File: src/rtl/nvm_emu_pkg.sv
package nvm_emu_pkg;
  typedef enum logic {
    OP_READ  = 1'b0,
    OP_WRITE = 1'b1
  } nvm_op_e;
endpackage

File: src/rtl/nvm_emu_store.sv
// Storage array; deliberately has no reset input.
module nvm_emu_store #(
  parameter int ADDR_W = 6,
  parameter int DATA_W = 16
) (
  input  logic              clk_i,
  input  logic              we_i,
  input  logic [ADDR_W-1:0] waddr_i,
  input  logic [DATA_W-1:0] wdata_i,
  input  logic [ADDR_W-1:0] raddr_i,
  output logic [DATA_W-1:0] rdata_o
);
  localparam int Depth = 1 << ADDR_W;

  logic [DATA_W-1:0] mem_q [Depth];

  always_ff @(posedge clk_i) begin
    if (we_i) mem_q[waddr_i] <= wdata_i;
  end

  assign rdata_o = mem_q[raddr_i];
endmodule

File: src/rtl/nvm_emu_timer.sv
module nvm_emu_timer #(
  parameter int CNT_W     = 8,
  parameter int RST_DELAY = 8
) (
  input  logic             clk_i,
  input  logic             rst_ni,
  input  logic             cfg_we_i,
  input  logic [CNT_W-1:0] cfg_val_i,
  input  logic             start_i,
  output logic             busy_o,
  output logic             last_o,
  output logic [CNT_W-1:0] dly_o
);
  localparam logic [CNT_W-1:0] One    = CNT_W'(1);
  localparam logic [CNT_W-1:0] DlyRst = (RST_DELAY < 1) ? One : CNT_W'(RST_DELAY);

  logic [CNT_W-1:0] dly_q, cnt_q, cfg_sat;

  assign cfg_sat = (cfg_val_i == '0) ? One : cfg_val_i;

  always_ff @(posedge clk_i or negedge rst_ni) begin
    if (!rst_ni) begin
      dly_q <= DlyRst;
      cnt_q <= '0;
    end else begin
      if (cfg_we_i) dly_q <= cfg_sat;
      if (start_i) cnt_q <= dly_q;
      else if (cnt_q != '0) cnt_q <= cnt_q - One;
    end
  end

  assign busy_o = (cnt_q != '0);
  assign last_o = (cnt_q == One);
  assign dly_o  = dly_q;
endmodule

File: src/rtl/nvm_emu_guard.sv
// Request hold registers, stability check and restore gate.
module nvm_emu_guard #(
  parameter int ADDR_W = 6,
  parameter int DATA_W = 16
) (
  input  logic              clk_i,
  input  logic              rst_ni,
  input  logic              capture_i,
  input  logic              busy_i,
  input  logic              req_we_i,
  input  logic [ADDR_W-1:0] req_addr_i,
  input  logic [DATA_W-1:0] req_wdata_i,
  input  logic              restore_done_i,
  output logic              hold_we_o,
  output logic [ADDR_W-1:0] hold_addr_o,
  output logic              proto_err_o,
  output logic              pending_o
);
  import nvm_emu_pkg::*;

  nvm_op_e           op_q;
  logic [ADDR_W-1:0] addr_q;
  logic [DATA_W-1:0] wdata_q;
  logic              err_q, pend_q, moved;

  assign moved = (req_addr_i != addr_q) || (req_wdata_i != wdata_q) ||
                 (nvm_op_e'(req_we_i) != op_q);

  always_ff @(posedge clk_i or negedge rst_ni) begin
    if (!rst_ni) begin
      op_q    <= OP_READ;
      addr_q  <= '0;
      wdata_q <= '0;
      err_q   <= 1'b0;
      pend_q  <= 1'b1;
    end else begin
      if (capture_i) begin
        op_q    <= nvm_op_e'(req_we_i);
        addr_q  <= req_addr_i;
        wdata_q <= req_wdata_i;
      end
      if (busy_i && moved) err_q <= 1'b1;
      if (restore_done_i) pend_q <= 1'b0;
    end
  end

  assign hold_we_o   = (op_q == OP_WRITE);
  assign hold_addr_o = addr_q;
  assign proto_err_o = err_q;
  assign pending_o   = pend_q;
endmodule

File: src/rtl/nvm_emu.sv
module nvm_emu #(
  parameter int ADDR_W    = 6,
  parameter int DATA_W    = 16,
  parameter int CNT_W     = 8,
  parameter int RST_DELAY = 8
) (
  input  logic              clk_i,
  input  logic              rst_ni,
  input  logic              cfg_dly_we_i,
  input  logic [CNT_W-1:0]  cfg_dly_i,
  input  logic              req_en_i,
  input  logic              req_we_i,
  input  logic [ADDR_W-1:0] req_addr_i,
  input  logic [DATA_W-1:0] req_wdata_i,
  input  logic              restore_done_i,
  output logic              busy_o,
  output logic [DATA_W-1:0] rdata_o,
  output logic              rdata_valid_o,
  output logic              proto_err_o,
  output logic              restore_pending_o
);
  logic              busy, last, accept, pend, hold_we;
  logic [ADDR_W-1:0] hold_addr;
  logic [DATA_W-1:0] mem_rd, rdata_q;
  logic [CNT_W-1:0]  dly_w;
  logic              rvalid_q;

  assign accept = req_en_i && !busy && !(pend && req_we_i);

  nvm_emu_timer #(.CNT_W(CNT_W), .RST_DELAY(RST_DELAY)) u_timer (
    .clk_i     (clk_i),
    .rst_ni    (rst_ni),
    .cfg_we_i  (cfg_dly_we_i),
    .cfg_val_i (cfg_dly_i),
    .start_i   (accept),
    .busy_o    (busy),
    .last_o    (last),
    .dly_o     (dly_w)
  );

  nvm_emu_guard #(.ADDR_W(ADDR_W), .DATA_W(DATA_W)) u_guard (
    .clk_i          (clk_i),
    .rst_ni         (rst_ni),
    .capture_i      (accept),
    .busy_i         (busy),
    .req_we_i       (req_we_i),
    .req_addr_i     (req_addr_i),
    .req_wdata_i    (req_wdata_i),
    .restore_done_i (restore_done_i),
    .hold_we_o      (hold_we),
    .hold_addr_o    (hold_addr),
    .proto_err_o    (proto_err_o),
    .pending_o      (pend)
  );

  // Write commits at acceptance: atomic against a later power reset.
  nvm_emu_store #(.ADDR_W(ADDR_W), .DATA_W(DATA_W)) u_store (
    .clk_i   (clk_i),
    .we_i    (accept && req_we_i),
    .waddr_i (req_addr_i),
    .wdata_i (req_wdata_i),
    .raddr_i (hold_addr),
    .rdata_o (mem_rd)
  );

  always_ff @(posedge clk_i or negedge rst_ni) begin
    if (!rst_ni) begin
      rdata_q  <= '0;
      rvalid_q <= 1'b0;
    end else if (accept) begin
      rvalid_q <= 1'b0;
    end else if (last && !hold_we) begin
      rdata_q  <= mem_rd;
      rvalid_q <= 1'b1;
    end
  end

  assign busy_o            = busy;
  assign rdata_o           = rdata_q;
  assign rdata_valid_o     = rvalid_q;
  assign restore_pending_o = pend;
endmodule

File: config.mk
export PLATFORM = sky130hd
export DESIGN_NAME = nvm_emu
export DESIGN_NICKNAME = d
export VERILOG_FILES = /design/src/rtl/nvm_emu_pkg.sv /design/src/rtl/nvm_emu_store.sv /design/src/rtl/nvm_emu_timer.sv /design/src/rtl/nvm_emu_guard.sv /design/src/rtl/nvm_emu.sv
export SDC_FILE = /design/constraint.sdc
export NUM_CORES = 1
export LEC_CHECK = 0
export BUFFER_PORTS_ARGS = -buffer_cell sky130_fd_sc_hd__buf_2
export CAP_MARGIN = 20
export CORE_AREA = 2 2 310 312
export DETAILED_ROUTE_END_ITERATION = 8
export DIE_AREA = 0 0 312 314
export GPL_ROUTABILITY_DRIVEN = 0
export PLACE_DENSITY = 0.62
export RECOVER_POWER = 50
export SYNTH_ARGS = -nofsm -noshare
export SYNTH_HDL_FRONTEND = slang
export SYNTH_SLANG_ARGS = --single-unit
File: constraint.sdc
create_clock -name clk_i -period 4.3 [get_ports clk_i]
set_clock_uncertainty 0.1 [all_clocks]
set_input_delay 0 -clock clk_i [delete_from_list [all_inputs] [get_ports clk_i]]
set_output_delay 0 -clock clk_i [all_outputs]
set_load 0.01 [all_outputs]
## Word-level counts from Yosys, hierarchy flattened

Memories as Yosys holds them, arrays and structs flattened. A register that Yosys moved wholly into a read port is not among the register bits.
Cells that the tools add are included.
W data, S select, Z words.

- Flip-flop bits (word level): 42
- RAM bits: 1024
- Input bits: 36
- Output and inout port bits: 20
- Memories kept: 1

- Add/sub/neg operators: 1
- Eq/ne operators: 4
- Mux-type cells: 7
- Bitwise logic cells: 1
- Reduce and logical (&&, ||, !) cells: 17

Memories:

| name | words | bits a word | rd ports | clocked after memory_dff | wr ports | RTL line | text |
|---|---|---|---|---|---|---|---|
| u_store.mem_q | 64 | 16 | 1 | 1 | 1 | nvm_emu_store.sv:15 | `logic [DATA_W-1:0] mem_q [Depth];` |

Operators with widths:

| cell | count |
|---|---|
| $mux W8 | 3 |
| $ne A16 B16 Y1 | 1 |
| $eq A8 B1 Y1 const B | 1 |
| $logic_not A8 Y1 | 1 |
| $reduce_bool A8 Y1 | 1 |
| $sub A8 B1 Y8 const B | 1 |
| $logic_and A1 B1 Y1 | 6 |
| $ne A6 B6 Y1 | 1 |
| $logic_not A1 Y1 | 4 |
| $mux W1 | 4 |
| $reduce_bool A2 Y1 | 2 |
| $logic_or A1 B1 Y1 | 2 |
| $reduce_and A2 Y1 | 1 |
| $ne A1 B1 Y1 | 1 |
| $not A1 Y1 | 1 |

## Logic depth before layout (Yosys ltp)

Gate-level depths: netlist of the first run.

- Depth in word-level cells: 7
- Gate-level depth with buffers: 11

## Modules after synthesis

Synthesis of the first run repeated with hierarchy kept, for this count alone.

- Cells, all modules: 2022
- Area total of the unflattened synthesis: 42459.5 um2

By module, submodules not included:

| module | times used | cells each | area each (um2) | seq. area each (um2) |
|---|---|---|---|---|
| nvm_emu_store | 1 | 1813 | 39721.8 | 30749.5 |
| nvm_emu_guard | 1 | 83 | 1162.4 | 626.9 |
| nvm_emu_timer | 1 | 84 | 892.1 | 401.6 |
| nvm_emu | 1 | 42 | 683.2 | 425.4 |

## Worst setup path before layout of the first run

No wires, ideal clock.

- Path type: reg2reg
- Start: register u_timer.cnt_q[0]
- End: memory u_store.mem_q[62][0], enable pin
- Arrival: 2.793 ns
- Setup slack: 1.018 ns
- Stages on the path, launching flop included: 8
- Path buffers: 0
- Path through: dfrtp_1 -> inv_1 -> ha_1 -> nor3b_1 -> nand2_1 -> nor2_1 -> nand4_1 -> nor2_1

- Word-level cells in the longest chain between the ends: 7

Ends and longest elaborated chain:

| item | RTL line | text |
|---|---|---|
| start: declaration | nvm_emu_timer.sv:17 | `logic [CNT_W-1:0] dly_q, cnt_q, cfg_sat;` |
| start signal: assignment | nvm_emu_timer.sv:27 | `if (start_i) cnt_q <= dly_q;` |
| start signal: assignment | nvm_emu_timer.sv:28 | `else if (cnt_q != '0) cnt_q <= cnt_q - One;` |
| $reduce_bool A8 Y1 | nvm_emu_timer.sv:32 | `assign busy_o = (cnt_q != '0);` |
| net busy_o | nvm_emu.sv:16 | `output logic busy_o,` |
| $logic_not A1 Y1 | nvm_emu.sv:28 | `assign accept = req_en_i && !busy && !(pend && req_we_i);` |
| $logic_and A1 B1 Y1 (2 in a row) | nvm_emu.sv:28 |  |
| $logic_and A1 B1 Y1 | nvm_emu.sv:59 | `.we_i (accept && req_we_i),` |
| $mux W1 | nvm_emu_store.sv:18 | `if (we_i) mem_q[waddr_i] <= wdata_i;` |
| $mux W1 (implied by the code) | nvm_emu_store.sv:18 |  |
| end: declaration | nvm_emu_store.sv:15 |  |

The timed path passes the listed nets, and every way through them passes these cells.

## Worst setup path in the final report of the first run

- Start: register u_timer.cnt_q[1]
- End: memory u_store.mem_q[26][13], enable pin

- Word-level cells in the longest chain between the ends: 7

Ends and longest elaborated chain:

| item | RTL line |
|---|---|
| $reduce_bool A8 Y1 | nvm_emu_timer.sv:32 |
| $logic_not A1 Y1 | nvm_emu.sv:28 |
| $logic_and A1 B1 Y1 (2 in a row) | nvm_emu.sv:28 |
| $logic_and A1 B1 Y1 | nvm_emu.sv:59 |
| $mux W1 | nvm_emu_store.sv:18 |
| $mux W1 (implied by the code) | nvm_emu_store.sv:18 |

No other way between the ends.

==> results of run 1 <==
registers in the layout, summed over array words and instances, names as in the netlist:
signal and cells:
u_store.mem_q 1024, rdata_o 16, u_guard.wdata_q 16, u_timer.cnt_q 8, u_timer.dly_o 8, u_guard.hold_addr_o 6
rdata_valid_o 1, u_guard.hold_we_o 1, u_guard.pending_o 1, u_guard.proto_err_o 1
cells in the final DEF, fill, tap and decap left out, types with 17 or more instances in the layout:
cell | netlist | routed
mux2_2 | 23 | 23
buf_4 | 8 | 107
nand2_1 | 95 | 95
edfxtp_1 | 1024 | 1024
a22oi_1 | 96 | 96
clkbuf_1 | 37 | 74
dfrtp_1 | 56 | 53
nor4_1 | 20 | 19
mux4_2 | 176 | 176
nor2_1 | 82 | 80
buf_2 | 57 | 24
a21oi_1 | 52 | 52
clkinv_1 | 0 | 26
xnor2_1 | 17 | 17
clkbuf_16 | 0 | 111
dlygate4sd3_1 | 0 | 48
nor2b_1 | 24 | 22
clkinv_2 | 0 | 25
mux2i_1 | 215 | 215
synthesized netlist by cell type (2+ instances only):
library cell | n | area, sq um
a2111oi_0 | 8 | 70.1
a211o_1 | 2 | 17.5
a211oi_1 | 10 | 75.1
a21oi_1 | 52 | 260
a221o_1 | 16 | 160
a22o_1 | 2 | 17.5
a22oi_1 | 96 | 721
a31oi_1 | 2 | 12.5
buf_1 | 9 | 33.8
buf_2 | 57 | 285
buf_4 | 8 | 60.1
buf_6 | 8 | 90.1
clkbuf_1 | 37 | 139
dfrtp_1 | 56 | 1400
dfstp_2 | 2 | 52.6
edfxtp_1 | 1024 | 30700
ha_1 | 3 | 37.5
inv_1 | 4 | 15.0
mux2_2 | 23 | 259
mux2i_1 | 215 | 2150
mux4_2 | 176 | 3960
nand2_1 | 95 | 357
nand2b_1 | 3 | 18.8
nand3_1 | 10 | 50.1
nand3b_1 | 3 | 22.5
nand4_1 | 6 | 37.5
nor2_1 | 82 | 308
nor2b_1 | 24 | 150
nor3_1 | 11 | 55.1
nor4_1 | 20 | 125
o21ai_0 | 3 | 15.0
o22ai_1 | 8 | 50.1
or3b_2 | 2 | 17.5
xnor2_1 | 17 | 149
xor2_1 | 10 | 87.6
how the worst min path moves through the flow:
stage / from / end / cells after the start / slack, ns
CTS: req_wdata_i[2] / u_guard.wdata_q[2] / 4 / 0.00006
detailed placement: rst_ni / u_guard.wdata_q[5] / 1 / -0.04
finish: req_addr_i[0] / u_guard.hold_addr_o[0] / 4 / 0.11
global route: req_addr_i[0] / u_guard.hold_addr_o[0] / 4 / 0.1
global placement: rst_ni / u_guard.wdata_q[5] / 1 / -0.04
floorplan: rst_ni / rdata_o[0] / 0 / -0.40
cell families after synthesis:
| group | after synthesis |
|---|---|
| XOR/XNOR | 27 |
| multiplexers | 414 |
| adder cells (fa/ha/maj) | 3 |
| flip-flops | 1082 |
| AO/OA/AOI/OAI | 205 |
| buffers and inverters | 123 |
| AND/OR/NAND/NOR | 264 |
critical path: cells and delay by family (launching register included):
family | cells | cell delay, ns
flip-flops | 1 | 0.41
AND/OR/NAND/NOR | 5 | 2.47
adder cells (fa/ha/maj) | 1 | 0.19
buffers and inverters | 2 | 0.46
cell type report:
type / instances / share of cell area [%]
Inverter: 4 / 0.0310
Timing Repair Buffer: 242 / 3.82
Tap cell: 1265 / 3.27
Clock buffer: 135 / 5.92
Clock inverter: 67 / 1.12
Multi-Input combinational cell: 913 / 19.3
Sequential cell: 1082 / 66.5
Antenna cell: 3 / 0.0155
power breakdown:
part           switching (W)  leakage [nW]  internal [W]
combinational        0.00269          3.89       0.00207
clock                0.00388          1.68       0.00519
sequential          0.000361          9.92        0.0117
layer usage:
layer  up-vias  track usage [%]  part of all wire (%)
li1       9119                -                     -
met1     11517             31.2                    41
met2      1040             34.5                    47
met3       184             4.83                   8.6
met4         2             8.19                   3.8
met5         -                0                 0.012
what timing repair did:
item | CTS | global route
hold endpoints to repair | 251 | 0
setup buffers | 0 | 0
hold buffers | 49 | 0
through the flow:
stage | setup WS, ns | std cells | instance area [sq um]
6_report | 0.332 | 3711 | 48400
3_3_place_gp | 0.582 | 3456 | 44600
4_1_cts | 0.433 | 3708 | 48500
3_5_place_dp | 0.452 | 3457 | 44600
5_1_grt | 0.139 | 3709 | 48400
2_1_floorplan | 1.02 | 2118 | 42100
==> flow_metrics.env, run 1 <==
export IMPL_status="finished with violations"
export IMPL_violations="capacitance limit, slew limit"
export IMPL_async_flop_share_pct=5.36
export IMPL_end_kind="register"
export IMPL_h_tree_depth=3
export IMPL_syn_inst=2118
export IMPL_wirelength_mm=109
export IMPL_fp_dieH_um=314
export IMPL_synthAdderAreaFrac_pct=0.0891
export IMPL_io_buffers=55
export IMPL_antenna_found_initial=6
export IMPL_r2r_cells=8
export IMPL_cts_root_buffer="clkbuf_16"
export IMPL_multi_input_area_sq_um=9350
export IMPL_pin_count=56
export IMPL_area_delta_synth_final_pct=14.9
export IMPL_path_clk_slew_ns=0.06
export IMPL_synth_flop_cell="edfxtp_1"
export IMPL_rsz0062_at_grt="no"
export IMPL_r2r_start="u_timer.cnt_q[1]"
export IMPL_finalPower_w=0.0259
export IMPL_synth_edf_count=1024
export IMPL_grt_usage_pct=22.2
export IMPL_cp_cell_sequence="inv_1, ha_1, nor3b_1, nand2_1, nor2_2, nand3_1, nor2_1, buf_4"
export IMPL_synthMuxAreaShare_pct=15.1
export IMPL_critPathKind="register to register"
export IMPL_layout_drive_gt1_share_pct=21.0
export IMPL_numCtsBuffers=108
export IMPL_vias_per_cell=5.89
export IMPL_firstDrtPassIters=5
export IMPL_grt_max_degree=67
export IMPL_crit_end="u_store.mem_q[26][13]"
export IMPL_worstPathMaxFanout=16
export IMPL_cts_sinks=1082
export IMPL_powerDensity_nw_per_um2=535
export IMPL_finish_utilization_pct=51.3
export IMPL_synth_cell_type_count=49
export IMPL_dpl_hpwl_mm=64.7
export IMPL_hp_class="input pin to register"
export IMPL_yosys_register_bits=1082
export IMPL_synth_avg_cell_area_sq_um=19.9
export IMPL_wl_per_cell_um=29.3
export IMPL_drv_cap=19
export IMPL_tns_ns=0
export IMPL_r2r_setup_slack_ns=0.33
export IMPL_layout_area_seq_sq_um=32200
export IMPL_synth_simple_gate_area_share_pct=2.87
export IMPL_overflow=0
export IMPL_slowest_stage="nand3_1"
export IMPL_cp_required_ns=4.54
export IMPL_synth_area_sq_um=42100
export IMPL_min_period_over_period_pct=92.3
export IMPL_fillCellCount=7561
export IMPL_grt_pass1_wl_mm=156
export IMPL_insertion_delay_ns=0.67
export IMPL_core_sq_um=94400
export IMPL_setup_violations=0
export IMPL_start_util_pct=44.6
export IMPL_ant_nets=0
export IMPL_ys_warn_count=0
export IMPL_drtIter0Drc=2666
export IMPL_vias=21862
export IMPL_synth_compound_area_share_pct=3.45
export IMPL_ys_seq_area_share_pct=76.4
export IMPL_cts_tree="built"
export IMPL_synth_xor_xnor_area_share_pct=0.561
export IMPL_drc_errors=0
export IMPL_total_leakage_power_nw=15.5
export IMPL_clk_path_buf_depth=3
export IMPL_hold_viol_final=0
export IMPL_hold_ws_ns=0.112
export IMPL_synth_nets=2157
export IMPL_synth_top_family_by_area="multiplexers"
export IMPL_drv_slew=1071
export IMPL_rr_endpoint="u_store.mem_q[26][13]"
export IMPL_cts_resized=0
export IMPL_irDropWorstVdd_v=0.000398
export IMPL_die_area_sq_um=98000
export IMPL_grt_pass1_vias=22000
export IMPL_die_x_um=312
export IMPL_timing_fmax_ghz=0.252
export IMPL_tightest_slew_ns=3.71
export IMPL_relSlewSlack_pct=-148
export IMPL_slowest_delay_ns=0.76
export IMPL_arrival_ns=4.21
export IMPL_min_period_ns=3.97
export IMPL_nets=2390
export IMPL_rows=113
export IMPL_critPathLaunch="u_timer.cnt_q[1]"
export IMPL_crit_path_start_kind="register"
(Power assumes the default switching activity.)
==> inputs of run 2 (changes only) <==
==> constraint.sdc (replaced) <==
create_clock -name clk_i -period 4.9 [get_ports clk_i]
set_clock_uncertainty 0.1 [all_clocks]
set_input_delay 0 -clock clk_i [delete_from_list [all_inputs] [get_ports clk_i]]
set_output_delay 0 -clock clk_i [all_outputs]
set_load 0.01 [all_outputs]
==> run 2 against run 1 <==
The run still ends with capacitance limit, slew limit left. Utilization grew 0.086 points. Die area did not move. Register-to-register slack gained 0.91 ns. Worst hold slack gained 0.0030 ns. Cell count is essentially flat. First-iteration DRC count is 6.7% lower. Worst setup slack better by 0.39 ns. Sequential share of layout area fell by 0.11 points. Combinational power fell by 9.2%. Clock power down 12%. Flip-flop and latch count did not move. Critical path depth is 4 lower. Largest cell class unchanged.
==> flow_metrics.env, run 2 (same netlist as run 1, synthesis figures left out) <==
export IMPL_violations="capacitance limit, slew limit"
export IMPL_cts_tree="built"
export IMPL_irDropWorstVdd_v=0.000349
export IMPL_hold_ws_ns=0.115
export IMPL_vias_per_cell=5.81
export IMPL_cts_sinks=1082
export IMPL_drv_cap=12
export IMPL_firstDrtPassIters=5
export IMPL_cp_required_ns=4.82
export IMPL_rsz0062_at_grt="no"
export IMPL_numCtsBuffers=107
export IMPL_rows=113
export IMPL_insertion_delay_ns=0.67
export IMPL_crit_end="u_store.mem_q[23][14]"
export IMPL_p_seq_share_pct=46.5
export IMPL_powerDensity_nw_per_um2=473
export IMPL_r2r_setup_slack_ns=1.24
export IMPL_largest_reg_flops=1024
export IMPL_crit_path_start_kind="input pin"
export IMPL_io_buffers=55
export IMPL_tightest_slew_ns=2.99
export IMPL_p_sw_w=0.00628
export IMPL_drtIter0Drc=2487
export IMPL_fp_dieH_um=314
export IMPL_pin_count=56
export IMPL_grt_max_degree=67
export IMPL_design_area_sq_um=48500
export IMPL_switching_share_pct=27.4
export IMPL_p_clk_share_pct=34.7
export IMPL_relSlewSlack_pct=-99.6
export IMPL_r2r_cells=9
export IMPL_cts_resized=0
export IMPL_placed_cell_area_sq_um=44600
export IMPL_path_clk_slew_ns=0.06
export IMPL_layout_commonest_cell="edfxtp_1"
export IMPL_min_period_ns=4.18
export IMPL_layout_drive_gt1_share_pct=20.8
export IMPL_h_tree_depth=3
export IMPL_cts_root_buffer="clkbuf_16"
export IMPL_internal_power_w=0.0166
export IMPL_status="finished with violations"
export IMPL_nets=2392
export IMPL_tns_ns=0
export IMPL_worstPathMaxFanout=48
export IMPL_dpl_hpwl_mm=65.0
export IMPL_area_delta_synth_final_pct=15.1
export IMPL_drc_errors=0
export IMPL_overflow=0
export IMPL_rr_endpoint="u_store.mem_q[20][12]"
export IMPL_grt_usage_pct=21.6
export IMPL_drv_slew=457
export IMPL_critPathKind="input pin to register"
export IMPL_wl_per_cell_um=28.7
export IMPL_critPathLaunch="req_wdata_i[14]"
export IMPL_arrival_ns=4.10
export IMPL_clk_path_buf_depth=3
export IMPL_top_register="u_store.mem_q"
export IMPL_ant_nets=0
export IMPL_hp_class="input pin to register"
export IMPL_setup_violations=0
export IMPL_postCtsSetupBuffers=0
export IMPL_combPwrFrac_pct=18.8
export IMPL_mostFrequentLayoutCells="1,024 x edfxtp_1, 215 x mux2i_1, 176 x mux4_2"
export IMPL_vias=21554
export IMPL_end_kind="register"
export IMPL_wirelength_mm=106
export IMPL_min_period_over_period_pct=85.3
export IMPL_antenna_found_initial=3
export IMPL_start_util_pct=44.6
export IMPL_grt_pass1_vias=21474
export IMPL_timing_fmax_ghz=0.239
export IMPL_die_x_um=312
export IMPL_r2r_start="u_timer.cnt_q[0]"
export IMPL_hold_viol_final=0
export IMPL_grt_pass1_wl_mm=153
export IMPL_die_area_sq_um=98000
export IMPL_total_leakage_power_nw=15.5
export IMPL_core_sq_um=94400
## run 2: changes by cell type in the layout (fill, tap and decap cells not counted), moves of 3 or more
cell / delta
clkinv_2: -10
buf_4: -3
dlygate4sd3_1: +9
clkinvlp_4: +3
clkbuf_8: +4
clkbuf_1: -5
## run 2: power by group through the flow
stage                     sequential (W)  clock, W  combinational [W]
after floorplan                   0.0106         0            0.00281
after global routing              0.0107   0.00843            0.00453
after CTS                         0.0106   0.00807            0.00434
after global placement            0.0108         0            0.00422
final                             0.0107   0.00795            0.00432
after detailed placement          0.0108         0            0.00427
## run 2: per-layer routing
metal	part of all wire (%)	track usage, %
met1	43	31.6
met2	46	33.5
met3	8.0	3.43
met4	3.0	7.15
met5	0	0
## run 2: how the worst min path moves through the flow
stage	start	to	slack, ns	depth (start not counted)
final	cfg_dly_we_i	u_timer.dly_o[0]	0.11	3
after global routing	cfg_dly_we_i	u_timer.dly_o[0]	0.14	3
after CTS	cfg_dly_we_i	u_timer.dly_o[0]	0.06	3
after detailed placement	restore_done_i	u_guard.pending_o	0.02	2
after global placement	restore_done_i	u_guard.pending_o	0.02	2
after floorplan	rst_ni	rdata_o[0]	-0.40	0
## run 2: timing repair
item	CTS	global route
endpoints found under the hold margin	596	0
endpoints found under the setup margin	0	0
hold buffers	57	0
## run 2: critical path, cell delays in order
cell and delay (ns):
dlygate4sd3_1 0.52, clkbuf_1 0.59, clkbuf_1 0.75, clkbuf_1 2.17
## run 2: cell type report
| type | count | area (sq um) |
|---|---|---|
| inverters | 4 | 15.0 |
| well taps | 1265 | 1580 |
| fillers | 7547 | 45900 |
| clock buffers | 138 | 2880 |
| repair buffers | 245 | 1930 |
| multi-input cells | 913 | 9340 |
| flip-flops and latches | 1082 | 32200 |
| diodes | 1 | 2.50 |
| clock inverters | 60 | 548 |
## run 2: metrics by stage
stage                     power [W]  utilization, %  setup slack (ns)  cells
final                        0.0229            51.4             0.718   3708
after global routing         0.0236            51.4             0.594   3708
after CTS                    0.0230            51.4              1.31   3706
after detailed placement     0.0151            47.2              1.32   3451
after global placement       0.0150            47.2              1.40   3451
after floorplan              0.0134               -              1.62   2118
